[config.mk]
export PLATFORM = sky130hd
export DESIGN_NAME = gpio_ctrl
export DESIGN_NICKNAME = d
export VERILOG_FILES = /design/src/rtl/gpio_pkg.sv /design/src/rtl/gpio_sync.sv /design/src/rtl/gpio_regs.sv /design/src/rtl/gpio_pinmux.sv /design/src/rtl/gpio_irq.sv /design/src/rtl/gpio_ctrl.sv
export SDC_FILE = /design/constraint.sdc
export NUM_CORES = 1
export LEC_CHECK = 0
export ABC_AREA = 0
export BUFFER_PORTS_ARGS = -buffer_cell sky130_fd_sc_hd__buf_2
export CORE_MARGIN = 2
export CORE_UTILIZATION = 55
export CTS_BUF_LIST = sky130_fd_sc_hd__clkbuf_4
export DETAILED_ROUTE_END_ITERATION = 12
export PLACE_DENSITY = 0.79
export SLEW_MARGIN = 0
export SYNTH_ARGS = -nofsm -noshare
export SYNTH_HDL_FRONTEND = slang
export SYNTH_SLANG_ARGS = --single-unit
export TNS_END_PERCENT = 1
[constraint.sdc]
create_clock -name clk -period 2.9 [get_ports clk]
set_input_delay 0.58 -clock clk [delete_from_list [all_inputs] [get_ports clk]]
set_output_delay 0.58 -clock clk [all_outputs]
set_load 0.03 [all_outputs]
[src/rtl/gpio_pkg.sv]
package gpio_pkg;

    localparam int BUS_W  = 32;
    localparam int OFS_W  = 3;

    typedef enum logic [OFS_W-1:0] {
        OFS_FUNC  = 3'd0,
        OFS_DIR   = 3'd1,
        OFS_DATA  = 3'd2,
        OFS_LEVEL = 3'd3,
        OFS_STAT  = 3'd4,
        OFS_NMIEN = 3'd5
    } gpio_ofs_e;

    typedef struct packed {
        logic              wr;
        logic              rd;
        logic [OFS_W-1:0]  ofs;
    } bus_req_t;

    // Status update: clear bits written 0, hold bits written 1, new matches win.
    function automatic logic [BUS_W-1:0] stat_next(
        input logic [BUS_W-1:0] cur,
        input logic [BUS_W-1:0] keep_mask,
        input logic             do_write,
        input logic [BUS_W-1:0] hits
    );
        logic [BUS_W-1:0] held;
        held = do_write ? (cur & keep_mask) : cur;
        return held | hits;
    endfunction

endpackage

[src/rtl/gpio_sync.sv]
module gpio_sync #(
    parameter int WIDTH  = 32,
    parameter int STAGES = 2
) (
    input  logic             clk,
    input  logic             rst,
    input  logic [WIDTH-1:0] din,
    output logic [WIDTH-1:0] dout
);
    logic [WIDTH-1:0] stg [STAGES];

    always_ff @(posedge clk) begin
        if (rst) begin
            for (int s = 0; s < STAGES; s++) stg[s] <= '0;
        end else begin
            stg[0] <= din;
            for (int s = 1; s < STAGES; s++) stg[s] <= stg[s-1];
        end
    end

    assign dout = stg[STAGES-1];
endmodule

[src/rtl/gpio_regs.sv]
module gpio_regs
    import gpio_pkg::*;
#(
    parameter int NUM_PINS = 32
) (
    input  logic                 clk,
    input  logic                 rst,
    input  bus_req_t             req,
    input  logic [BUS_W-1:0]     wdata,
    input  logic [NUM_PINS-1:0]  sync_in,
    input  logic [NUM_PINS-1:0]  stat_in,
    output logic [NUM_PINS-1:0]  func_q,
    output logic [NUM_PINS-1:0]  dir_q,
    output logic [NUM_PINS-1:0]  dout_q,
    output logic [NUM_PINS-1:0]  level_q,
    output logic [NUM_PINS-1:0]  nmien_q,
    output logic                 stat_wr,
    output logic [BUS_W-1:0]     rdata
);
    logic [NUM_PINS-1:0] wbits;
    assign wbits   = wdata[NUM_PINS-1:0];
    assign stat_wr = req.wr && (req.ofs == OFS_STAT);

    always_ff @(posedge clk) begin
        if (rst) begin
            func_q  <= '0;
            dir_q   <= '0;
            dout_q  <= '0;
            level_q <= '0;
            nmien_q <= '0;
        end else if (req.wr) begin
            case (req.ofs)
                OFS_FUNC:  func_q  <= wbits;
                OFS_DIR:   dir_q   <= wbits;
                OFS_DATA:  dout_q  <= wbits;
                OFS_LEVEL: level_q <= wbits;
                OFS_NMIEN: nmien_q <= wbits;
                default:   ;
            endcase
        end
    end

    always_comb begin
        rdata = '0;
        if (req.rd) begin
            case (req.ofs)
                OFS_FUNC:  rdata[NUM_PINS-1:0] = func_q;
                OFS_DIR:   rdata[NUM_PINS-1:0] = dir_q;
                OFS_DATA:  rdata[NUM_PINS-1:0] = sync_in;
                OFS_LEVEL: rdata[NUM_PINS-1:0] = level_q;
                OFS_STAT:  rdata[NUM_PINS-1:0] = stat_in;
                OFS_NMIEN: rdata[NUM_PINS-1:0] = nmien_q;
                default:   rdata = '0;
            endcase
        end
    end
endmodule

[src/rtl/gpio_pinmux.sv]
module gpio_pinmux
    import gpio_pkg::*;
#(
    parameter int               NUM_PINS     = 32,
    parameter logic [BUS_W-1:0] ALT_OUT_MASK = 32'h0000_21F5
) (
    input  logic [NUM_PINS-1:0] func_q,
    input  logic [NUM_PINS-1:0] dir_q,
    input  logic [NUM_PINS-1:0] dout_q,
    input  logic [NUM_PINS-1:0] sync_in,
    input  logic [NUM_PINS-1:0] alt_out,
    output logic [NUM_PINS-1:0] pad_out,
    output logic [NUM_PINS-1:0] pad_oe,
    output logic [NUM_PINS-1:0] alt_in
);
    for (genvar n = 0; n < NUM_PINS; n++) begin : g_pin
        localparam logic ALT_IS_OUT = ALT_OUT_MASK[n];
        if (ALT_IS_OUT) begin : g_alt_out
            assign pad_oe[n]  = func_q[n] ? 1'b1 : dir_q[n];
            assign pad_out[n] = func_q[n] ? alt_out[n] : dout_q[n];
            assign alt_in[n]  = 1'b0;
        end else begin : g_alt_in
            assign pad_oe[n]  = func_q[n] ? 1'b0 : dir_q[n];
            assign pad_out[n] = func_q[n] ? alt_out[n] : dout_q[n];
            assign alt_in[n]  = func_q[n] & sync_in[n];
        end
    end
endmodule

[src/rtl/gpio_irq.sv]
module gpio_irq
    import gpio_pkg::*;
#(
    parameter int NUM_PINS = 32
) (
    input  logic                clk,
    input  logic                rst,
    input  logic [NUM_PINS-1:0] sync_in,
    input  logic [NUM_PINS-1:0] level_q,
    input  logic [NUM_PINS-1:0] nmien_q,
    input  logic                stat_wr,
    input  logic [BUS_W-1:0]    wdata,
    output logic [NUM_PINS-1:0] stat_q,
    output logic                irq,
    output logic                nmi
);
    logic [NUM_PINS-1:0] hits;
    logic [BUS_W-1:0]    cur_w, hits_w, nxt_w;

    assign hits = ~(sync_in ^ level_q);

    always_comb begin
        cur_w  = '0;
        hits_w = '0;
        cur_w[NUM_PINS-1:0]  = stat_q;
        hits_w[NUM_PINS-1:0] = hits;
        nxt_w = stat_next(cur_w, wdata, stat_wr, hits_w);
    end

    always_ff @(posedge clk) begin
        if (rst) stat_q <= '0;
        else     stat_q <= nxt_w[NUM_PINS-1:0];
    end

    assign irq = |stat_q;
    assign nmi = |(stat_q & nmien_q);
endmodule

[src/rtl/gpio_ctrl.sv]
module gpio_ctrl
    import gpio_pkg::*;
#(
    parameter int               NUM_PINS     = 32,
    parameter int               SYNC_STAGES  = 2,
    parameter logic [BUS_W-1:0] ALT_OUT_MASK = 32'h0000_21F5
) (
    input  logic                 clk,
    input  logic                 rst,
    input  logic                 bus_sel,
    input  logic                 bus_wr,
    input  logic [OFS_W-1:0]     bus_addr,
    input  logic [BUS_W-1:0]     bus_wdata,
    output logic [BUS_W-1:0]     bus_rdata,
    input  logic [NUM_PINS-1:0]  pad_in,
    output logic [NUM_PINS-1:0]  pad_out,
    output logic [NUM_PINS-1:0]  pad_oe,
    input  logic [NUM_PINS-1:0]  alt_out,
    output logic [NUM_PINS-1:0]  alt_in,
    output logic                 irq,
    output logic                 nmi
);
    bus_req_t            req;
    logic [NUM_PINS-1:0] sync_q;
    logic [NUM_PINS-1:0] func_q, dir_q, dout_q, level_q, nmien_q, stat_q;
    logic                stat_wr;

    assign req.wr  = bus_sel & bus_wr;
    assign req.rd  = bus_sel & ~bus_wr;
    assign req.ofs = bus_addr;

    gpio_sync #(.WIDTH(NUM_PINS), .STAGES(SYNC_STAGES)) u_sync (
        .clk(clk), .rst(rst), .din(pad_in), .dout(sync_q)
    );

    gpio_regs #(.NUM_PINS(NUM_PINS)) u_regs (
        .clk(clk), .rst(rst), .req(req), .wdata(bus_wdata),
        .sync_in(sync_q), .stat_in(stat_q),
        .func_q(func_q), .dir_q(dir_q), .dout_q(dout_q),
        .level_q(level_q), .nmien_q(nmien_q),
        .stat_wr(stat_wr), .rdata(bus_rdata)
    );

    gpio_pinmux #(.NUM_PINS(NUM_PINS), .ALT_OUT_MASK(ALT_OUT_MASK)) u_mux (
        .func_q(func_q), .dir_q(dir_q), .dout_q(dout_q), .sync_in(sync_q),
        .alt_out(alt_out), .pad_out(pad_out), .pad_oe(pad_oe), .alt_in(alt_in)
    );

    gpio_irq #(.NUM_PINS(NUM_PINS)) u_irq (
        .clk(clk), .rst(rst), .sync_in(sync_q), .level_q(level_q),
        .nmien_q(nmien_q), .stat_wr(stat_wr), .wdata(bus_wdata),
        .stat_q(stat_q), .irq(irq), .nmi(nmi)
    );
endmodule

# ---- After elaboration in Yosys (flattened, before gate mapping)
# Memory sizes are Yosys's and may differ from the RTL's.
# Index checks and enable logic that the tools add are counted.
dict set report word_totals {
  reg_bits 192
  latch_bits 0
  ramBits 64
  mem_bits_ro 0
  out_inout_bits 130
  mem_count 1
}
dict set report op_classes {
  addsub 0
  n_mul 0
  div_mod_pow 0
  n_lt_le_gt_ge 0
  n_eq_ne 5
  n_shift 0
  mux 72
  bitwise_logic 34
  n_reduce_logical 9
}
# name words width read_ports rd_ports_with_merged_regs wr line_no
set mem_list {}
lappend mem_list {u_sync.stg 2 32 2 0 2 gpio_sync.sv:10} ;# logic [WIDTH-1:0] stg [STAGES];
# operator n
set ops {}
lappend ops {{$pmux 32 s6} 1}
lappend ops {{$mux 32} 4}
lappend ops {{$mux 1} 67}
lappend ops {{$and 32x32->32} 2}
lappend ops {{$reduce_or 32->1} 2}
lappend ops {{$not 32->32} 1}
lappend ops {{$or 32x32->32} 1}
lappend ops {{$xor 32x32->32} 1}
lappend ops {{$and 1x1->1} 26}
lappend ops {{$reduce_and 2->1} 5}
lappend ops {{$eq 3x2->1 const B} 2}
lappend ops {{$eq 3x3->1 const B} 2}
lappend ops {{$eq 3x1->1 const B} 1}
lappend ops {{$logic_not 3->1} 1}
lappend ops {{$or 1x1->1} 2}
lappend ops {{$logic_and 1x1->1} 1}
lappend ops {{$not 1->1} 1}

# ---- Depth between registers and ports, before layout
# Gate-level depths: netlist (run 1).
dict set report logic_depth {
  ltp_word 4
  depth_mapped 6
  depth_no_buf 3
}

# ---- Hierarchy
# A second synthesis (run 1) with hierarchy kept.
dict set report hier_totals {
  cells_unflattened 1334
  hier_area_um2 11901.4
}
# mod n_inst cells_per_inst area_each_um2 seq_area_each_um2
set by_module_without_submodules {}
lappend by_module_without_submodules {gpio_regs 1 901 7228.2 3203.1}
lappend by_module_without_submodules {gpio_sync 1 167 2158.3 1281.2}
lappend by_module_without_submodules {gpio_irq 1 167 1514.0 640.6}
lappend by_module_without_submodules {gpio_pinmux 1 97 984.7 0.0}
lappend by_module_without_submodules {gpio_ctrl 1 2 16.3 0.0}

# ---- Worst setup path before layout (run 1)
# Ideal clock, no wire load.
dict set report synth_path {
  kind {input -> output}
  startpoint {input port bus_addr[2]}
  endpoint {output port bus_rdata[31]}
  arrival_ns 2.054
  slack_ns 0.266
  cell_stages 5
  path_cell_list {buf_2 -> buf_2 -> mux2_2 -> nand2_1 -> a311oi_1}
}
dict set report synth_between {
  elab_chain_len 3
}
# item line_no
set synth_lines {}
lappend synth_lines {{from (decl)} gpio_ctrl.sv:12} ;# input logic [OFS_W-1:0] bus_addr,
lappend synth_lines {{$eq 3x3->1 (tied with other cells)} gpio_regs.sv:46} ;# case (req.ofs)
lappend synth_lines {{$pmux 32 s6 (*)} gpio_regs.sv:46}
lappend synth_lines {{$mux 32 (*)} gpio_regs.sv:45} ;# if (req.rd) begin
lappend synth_lines {{to (decl)} gpio_ctrl.sv:14} ;# output logic [BUS_W-1:0] bus_rdata,
# Mark *: on every way between the ends. The rest lies on a longest branch, timed or not.

# ---- Worst setup path after layout (run 1)
dict set report layout_path {
  startpoint {register u_irq.stat_q[30]}
  endpoint {output port irq}
}
dict set report layout_between {
  elab_chain_len 1
}
# item line_no
set layout_lines {}
lappend layout_lines {{from (decl)} gpio_irq.sv:13} ;# output logic [NUM_PINS-1:0] stat_q,
lappend layout_lines {{from (signal assigned)} gpio_irq.sv:32} ;# else stat_q <= nxt_w[NUM_PINS-1:0];
lappend layout_lines {{$reduce_or 32->1} gpio_irq.sv:35} ;# assign irq = |stat_q;
lappend layout_lines {{to (decl)} gpio_ctrl.sv:20} ;# output logic irq,
# No other way between the ends.

==> run summary, run 1 <==
### Pwr
• **pwr dens** 536 nW/um^2
• **internal power consumption** 5660 uW
• **LEAKAGE** 0.00617 uW
• **combinational share of power** 10.4%
• **share of power burned in the clock network** 41.4%
• **fraction of power spent switching nets** 26.5%
• **maximum vdd drop** 0.000314 V
• **power share of the sequential group** 48.2%
• **Sw Pwr** 2040 uW

### Clocking
• **buffers inserted during post-CTS setup optimization** 0
• **quantity of hold-fixing buffers added after cts** 0
• **cts repair resizes** 0
• **level count of the clock H-tree** 3
• **Worst-path clk slew** 0.07 ns
• **clk sinks** 256
• **clock latency reported for the late side of the worst-skew pair** 0.70 ns
• **library cell used as clock root buffer** sky130_fd_sc_hd__clkbuf_4
• **CTS tree** built
• **buffer depth of the longest clock path** 3
• **TritonCTS Buffers** 67

### Final layout
• **layout cell share with drive strength beyond 1** 31.2%
• **final design utilization** 66.3%
• **area grow syn2layout** 19.1%
• **area occupied by multi-input gates** 6370 um^2
• **number of nets in the final layout** 1631
• **area taken by flip-flops and latches** 5120 um^2
• **number of fill cells** 1733

### Die
• **Core ar.** 21700 um^2
• **initial standard-cell utilization of the core** 55.6%
• **I/O Pins** 233
• **Die Outline Area** 23100 um^2
• **Die Height** 152 um
• **horizontal die dimension** 152 um
• **placement row count** 54

### Critical path
• **Critical R2R Launch** u_regs.level_q[8]
• **CP Max Fanout** 4
• **arrival time of the worst setup path** 2.27 ns
• **crit start category** flip-flop
• **Crit Path Category** reg -> out
• **WP data required** 2.32 ns
• **category of the worst setup path capture point** primary output
• **start point of the critical path** u_irq.stat_q[30]

### STA
• **normalized max-slew margin** 58.6%
• **minimum period implied by the final worst setup slack** 2.85 ns
• **fin. max-slew vios** 0
• **clk_skew** 0.0545 ns
• **Sum Neg Setup Slack** 0 ns
• **Max Clk Rate** 0.351 GHz
• **slew at the pin with the worst max-slew slack** 0.618 ns
• **setup repair after global routing missed its margin** no
• **Final setup viols** 0
• **number of failing hold endpoints at the final stage** 0
• **final worst-path cycle share** 98.2%
• **setup slack of the critical path after layout** 0.0523 ns

### Synth
• **sequential fraction of the synthesis area** 42.5%
• **largest cells by area after synthesis** sky130_fd_sc_hd__dfxtp_1 (42%), sky130_fd_sc_hd__mux2_2 (7.8%), sky130_fd_sc_hd__a21oi_1 (6.2%), sky130_fd_sc_hd__mux2i_1 (5.8%), sky130_fd_sc_hd__nand2b_1 (5.1%)
• **most instantiated library cell after synthesis** sky130_fd_sc_hd__dfxtp_1
• **Mean Syn Cell Area** 9.26 um^2
• **list of most frequent post-synthesis cells** sky130_fd_sc_hd__dfxtp_1 (256), sky130_fd_sc_hd__a21oi_1 (149), sky130_fd_sc_hd__nand2b_1 (98), sky130_fd_sc_hd__nand3_1 (97), sky130_fd_sc_hd__o21ai_0 (97)
• **Main synth FF type** sky130_fd_sc_hd__dfxtp_1
• **number of enable flip-flop cells after synthesis** 0
• **Synth cell types** 40
• **fraction of post-synthesis cell area in the top cell type by area** 42.5%
• **leading area contributor after synthesis** sky130_fd_sc_hd__dfxtp_1
• **total standard cell area after synthesis** 12100 um^2
• **total of flip-flops plus latches after synthesis** 256
• **number of warning messages in the yosys log** 0
• **post-synthesis async set-or-reset flop share** 0%
• **number of cells produced by synthesis** 1303

### Route
• **vias per cell** 6.05
• **number of iterations in the first detailed-routing pass** 6
• **DR WL/cell** 19.6 um
• **post-detailed-route count of antenna-violating nets** 0
• **vias** 11222
• **detailed-route DRC error count** 0
• **iteration-0 DRC count of the detailed router** 1330
• **drt total wl** 36.4 mm

### Global route
• **fraction of met2 tracks used by global routing** 48.6%
• **global-route wire length before repair** 56.8 mm
• **via count of the first global-routing pass** 10722
• **met1 Use GR** 38.2%
• **met3 track demand over resource** 7.16%
• **overall overflow remaining after global route** 0
• **Overall Global Routing Usage** 30.2%
• **peak-usage layer in the global routing report** met2
• **number of antenna violations at the first check in global routing** 4
• **maximum number of pins on one net before global-route repair** 72

### Place
• **Detail Placement HPWL** 24.5 mm
• **worst slack at placement** 0.221 ns
• **quantity of I/O buffers inserted on ports** 224
• **final weighted congestion of routability-driven global placement** 0.901

### Min path
• **hold_sp** pad_in[14]
• **classification of the worst-slack hold path** in -> reg

### Outcome
• **status** complete, no violations

### Job
• **number of max-cap violations** 0

==> state kept, by name, indices dropped and copies added (netlist names) <==
signal / cells
u_regs.dir_q: 32
u_regs.nmien_q: 32
u_regs.dout_q: 32
u_regs.level_q: 32
u_irq.stat_q: 32
u_regs.func_q: 32
u_sync.stg: 64
==> kinds of logic (layout without fill, tap and decap cells) <==
logic type	count (synthesis)	count (layout)	share of synthesized area [%]
AO/OA/AOI/OAI	345	345	16.8
XOR/XNOR	32	32	2.32
AND/OR/NAND/NOR	377	377	18.4
buffers and inverters	132	394	5.19
multiplexers	160	160	14.8
other	1	12	0.0311
flip-flops	256	256	42.5
==> power by group through the flow <==
stage               clock network [uW]  registers [uW]  logic (uW)
floorplan                            0            3750         505
global placement                     0            3780         771
detailed placement                   0            3780         783
CTS                               3230            3710         786
global route                      3440            3720         847
finish                            3190            3710         799
==> area by class of cell <==
cell class                      instances  share of cell area (%)
Antenna cell                            4                  0.0696
Clock buffer                           99                    5.17
Clock inverter                         14                   0.740
Inverter                                7                   0.183
Multi-Input combinational cell        922                    44.3
Sequential cell                       256                    35.7
Tap cell                              280                    2.44
Timing Repair Buffer                  274                    11.4
==> path summary, 6_finish.rpt <==
path	end	slack, ns	cells past startpoint
min reg2reg	u_sync.stg[0][49]	0.43	1
max reg2reg	u_irq.stat_q[8]	1.99	2
max	irq	0.05	4
min	u_sync.stg[0][14]	0.13	2
==> cells in the final DEF (no fill, tap or decap), types with 10 or more instances in the layout <==
| master | n |
|---|---|
| sky130_fd_sc_hd__nand2b_1 | 97 |
| sky130_fd_sc_hd__xor2_1 | 32 |
| sky130_fd_sc_hd__buf_2 | 222 |
| sky130_fd_sc_hd__o31ai_1 | 32 |
| sky130_fd_sc_hd__or2_2 | 10 |
| sky130_fd_sc_hd__mux2_2 | 84 |
| sky130_fd_sc_hd__buf_4 | 40 |
| sky130_fd_sc_hd__and2_1 | 24 |
| sky130_fd_sc_hd__a21oi_1 | 149 |
| sky130_fd_sc_hd__dfxtp_1 | 256 |
| sky130_fd_sc_hd__nand3_1 | 97 |
| sky130_fd_sc_hd__a221oi_1 | 11 |
| sky130_fd_sc_hd__a32oi_1 | 24 |
| sky130_fd_sc_hd__o21ai_0 | 97 |
| sky130_fd_sc_hd__nand2_1 | 25 |
| sky130_fd_sc_hd__a22oi_1 | 16 |
| sky130_fd_sc_hd__nor2b_1 | 90 |
| sky130_fd_sc_hd__a311oi_1 | 11 |
| sky130_fd_sc_hd__clkbuf_4 | 99 |
| sky130_fd_sc_hd__mux2i_1 | 70 |
| sky130_fd_sc_hd__buf_12 | 11 |
==> critical path, stage by stage (launching register included) <==
cell	delay, ns
sky130_fd_sc_hd__dfxtp_1	0.36
sky130_fd_sc_hd__nor4_1	0.52
sky130_fd_sc_hd__nand4_1	0.18
sky130_fd_sc_hd__or2_2	0.35
sky130_fd_sc_hd__buf_2	0.19
==> through the flow <==
step | total power (uW) | hold WS, ns | cells | area [um^2]
CTS | 7720 | 0.0864 | 1852 | 14400
detailed placement | 4570 | 0.422 | 1739 | 13500
floorplan | 4250 | 0.414 | 1310 | 12100
finish | 7700 | 0.126 | 1856 | 14400
global route | 8000 | 0.0930 | 1856 | 14400
global placement | 4550 | 0.416 | 1739 | 13500
==> routing by layer <==
layer	up-vias	routed length (um)	share of wire [%]
met1	5304	14500	40
met5	-	0	0
li1	5152	-	-
met2	664	16800	46
met3	102	3650	10
met4	0	1390	3.8
No activity file was read; power rests on OpenSTA's default activity.
==> run 2: changes to the inputs <==
--- a/config.mk
+++ b/config.mk
@@ -5,13 +5,13 @@
 export SDC_FILE = /design/constraint.sdc
 export NUM_CORES = 1
 export LEC_CHECK = 0
-export ABC_AREA = 0
+export ABC_AREA = 1
 export BUFFER_PORTS_ARGS = -buffer_cell sky130_fd_sc_hd__buf_2
 export CORE_MARGIN = 2
 export CORE_UTILIZATION = 55
 export CTS_BUF_LIST = sky130_fd_sc_hd__clkbuf_4
 export DETAILED_ROUTE_END_ITERATION = 12
-export PLACE_DENSITY = 0.79
+export PLACE_DENSITY = 0.8
 export SLEW_MARGIN = 0
 export SYNTH_ARGS = -nofsm -noshare
 export SYNTH_HDL_FRONTEND = slang
==> run 2 against run 1 <==
  * Clock power grew 6.9%
  * Sequential cell count stayed put
  * Sequential power increased by 1%
  * Sequential share of layout area increased by 0.47 points
  * Area after synthesis fell by 0.95%
  * Final cell count rose by 24%
  * Hold slack got worse by 0.029 ns
  * Die area is 0.93% lower
  * Routed wire length is 2.0% lower
  * Power increased by 2.9%
  * First-iteration DRC count down 4.7%
  * Register-to-register slack better by 0.04 ns
  * Critical path type is now in -> out
  * Highest routed layer is now met5
==> run summary, run 2 <==
### Outcome
• **status** complete, no violations

### Place
• **standard cell area after detailed placement** 13300 um^2
• **placed instance count** 2181
• **quantity of I/O buffers inserted on ports** 224
• **worst slack at placement** 0.288 ns
• **final weighted congestion of routability-driven global placement** 0.857
• **Detail Placement HPWL** 23.2 mm

### Clocking
• **cts repair resizes** 0
• **TritonCTS Buffers** 68
• **buffer depth of the longest clock path** 3
• **quantity of hold-fixing buffers added after cts** 0
• **CTS tree** built
• **clock latency reported for the late side of the worst-skew pair** 0.68 ns
• **level count of the clock H-tree** 3
• **clk sinks** 256
• **library cell used as clock root buffer** sky130_fd_sc_hd__clkbuf_4
• **buffers inserted during post-CTS setup optimization** 0
• **Worst-path clk slew** 0.06 ns

### Final layout
• **max FFs per register** 64
• **post-route standard cell area excluding fillers** 14200 um^2
• **register bank with the most flops** u_sync.stg
• **most used cells in the layout excluding fill and tap cells** sky130_fd_sc_hd__nand2_1 (329), sky130_fd_sc_hd__nor2_1 (278), sky130_fd_sc_hd__dfxtp_1 (256)
• **non-filler instance count after layout** 2294
• **area grow syn2layout** 18.7%
• **most frequent standard cell in the layout excluding fill and tap cells** sky130_fd_sc_hd__nand2_1
• **layout cell share with drive strength beyond 1** 19.1%
• **number of nets in the final layout** 2079

### STA
• **number of failing hold endpoints at the final stage** 0
• **Final setup viols** 0
• **slew at the pin with the worst max-slew slack** 0.909 ns
• **Max Clk Rate** 0.376 GHz
• **Sum Neg Setup Slack** 0 ns
• **minimum period implied by the final worst setup slack** 2.66 ns
• **clk_skew** 0.0421 ns
• **setup repair after global routing missed its margin** no
• **normalized max-slew margin** 39.4%
• **setup slack of the critical path after layout** 0.240 ns
• **final worst-path cycle share** 91.7%
• **fin. max-slew vios** 0

### Global route
• **Overall Global Routing Usage** 30.7%
• **number of antenna violations at the first check in global routing** 3
• **maximum number of pins on one net before global-route repair** 102
• **via count of the first global-routing pass** 11625
• **overall overflow remaining after global route** 0
• **global-route wire length before repair** 56.6 mm

### Die
• **horizontal die dimension** 151 um
• **Core ar.** 21200 um^2
• **Die Height** 151 um
• **Die Outline Area** 22900 um^2
• **initial standard-cell utilization of the core** 56.5%
• **I/O Pins** 233
• **placement row count** 53

### Critical path
• **Crit Path Category** in -> out
• **Critical R2R Launch** u_sync.stg[0][47]
• **category of the worst setup path capture point** primary output
• **CP Max Fanout** 17
• **WP data required** 2.32 ns
• **crit start category** input port
• **arrival time of the worst setup path** 2.08 ns
• **start point of the critical path** bus_addr[1]

### Synth
• **largest cells by area after synthesis** sky130_fd_sc_hd__dfxtp_1 (43%), sky130_fd_sc_hd__nand2_1 (10%), sky130_fd_sc_hd__nor2_1 (8.8%), sky130_fd_sc_hd__a21oi_1 (6.7%), sky130_fd_sc_hd__inv_1 (6.6%)
• **number of cells produced by synthesis** 1768
• **Main synth FF type** sky130_fd_sc_hd__dfxtp_1
• **most instantiated library cell after synthesis** sky130_fd_sc_hd__nand2_1
• **sequential fraction of the synthesis area** 42.9%
• **total of flip-flops plus latches after synthesis** 256
• **Mean Syn Cell Area** 6.76 um^2
• **total standard cell area after synthesis** 12000 um^2
• **post-synthesis async set-or-reset flop share** 0%
• **number of warning messages in the yosys log** 0
• **list of most frequent post-synthesis cells** sky130_fd_sc_hd__nand2_1 (329), sky130_fd_sc_hd__nor2_1 (280), sky130_fd_sc_hd__dfxtp_1 (256), sky130_fd_sc_hd__inv_1 (211), sky130_fd_sc_hd__a21oi_1 (161)
• **number of enable flip-flop cells after synthesis** 0
• **leading area contributor after synthesis** sky130_fd_sc_hd__dfxtp_1
• **Synth cell types** 22
• **fraction of post-synthesis cell area in the top cell type by area** 42.9%

### Route
• **number of iterations in the first detailed-routing pass** 6
• **iteration-0 DRC count of the detailed router** 1267
• **vias per cell** 5.48
• **drt total wl** 35.7 mm
• **vias** 12561
• **detailed-route DRC error count** 0
• **DR WL/cell** 15.5 um
• **post-detailed-route count of antenna-violating nets** 0

### Pwr
• **maximum vdd drop** 0.000307 V
• **pwr dens** 558 nW/um^2
• **LEAKAGE** 0.00741 uW

### Min path
• **hold_sp** pad_in[12]
• **classification of the worst-slack hold path** in -> reg

### Job
• **number of max-cap violations** 0

-- run 2: per-layer routing --
layer / vias to the layer above / wire, um / GRT usage (%)
met5: - / 16 / 0
met4: 2 / 965 / 13.3
met3: 94 / 3560 / 5.48
met2: 726 / 16100 / 48.8
met1: 5636 / 15100 / 41.1
li1: 6103 / - / -
-- run 2: logic make-up (layout without fill, tap and decap cells) --
| family | Yosys count | after routing | synth area share, % |
|---|---|---|---|
| AO/OA/AOI/OAI | 327 | 327 | 13.8 |
| XOR/XNOR | 32 | 32 | 2.35 |
| flip-flops | 256 | 256 | 42.9 |
| buffers and inverters | 339 | 581 | 11.6 |
| other | 1 | 10 | 0.0314 |
| AND/OR/NAND/NOR | 813 | 813 | 29.3 |
-- run 2: area by class of cell --
type	instances	area (um^2)
inverter	214	807
sequential	256	5120
fill	1860	6970
antenna	2	5.00
clock inverter	9	146
clock buffer	102	766
tap	275	344
multi-input combinational	1180	5490
timing repair buffer	256	1500
-- run 2: final timing paths --
kind | cells after the start | end | slack (ns)
hold / removal | 3 | u_sync.stg[0][12] | 0.1
setup reg to reg | 2 | u_irq.stat_q[15] | 2.03
hold reg to reg | 2 | u_sync.stg[0][35] | 0.36
setup / recovery | 6 | bus_rdata[11] | 0.24
-- run 2: where the power goes --
group	internal (uW)	switching (uW)
Combinational	234	527
Sequential	3640	107
Clock	1950	1470
-- run 2: worst max-delay path, stage by stage --
cell                      delay (ns)
sky130_fd_sc_hd__buf_2          0.14
sky130_fd_sc_hd__inv_2          0.32
sky130_fd_sc_hd__nand3_2        0.33
sky130_fd_sc_hd__o21a_1         0.27
sky130_fd_sc_hd__a21oi_1        0.20
sky130_fd_sc_hd__buf_2          0.23
-- run 2: per-stage QoR --
| step | power [uW] | utilization, % | hold slack (ns) |
|---|---|---|---|
| after detailed placement | 4570 | 62.7 | 0.393 |
| after CTS | 7950 | 67.0 | 0.0720 |
| after global routing | 8250 | 67.0 | 0.0758 |
| final | 7920 | 67.0 | 0.0967 |
| after floorplan | 4270 | - | 0.388 |
| after global placement | 4550 | 62.7 | 0.390 |
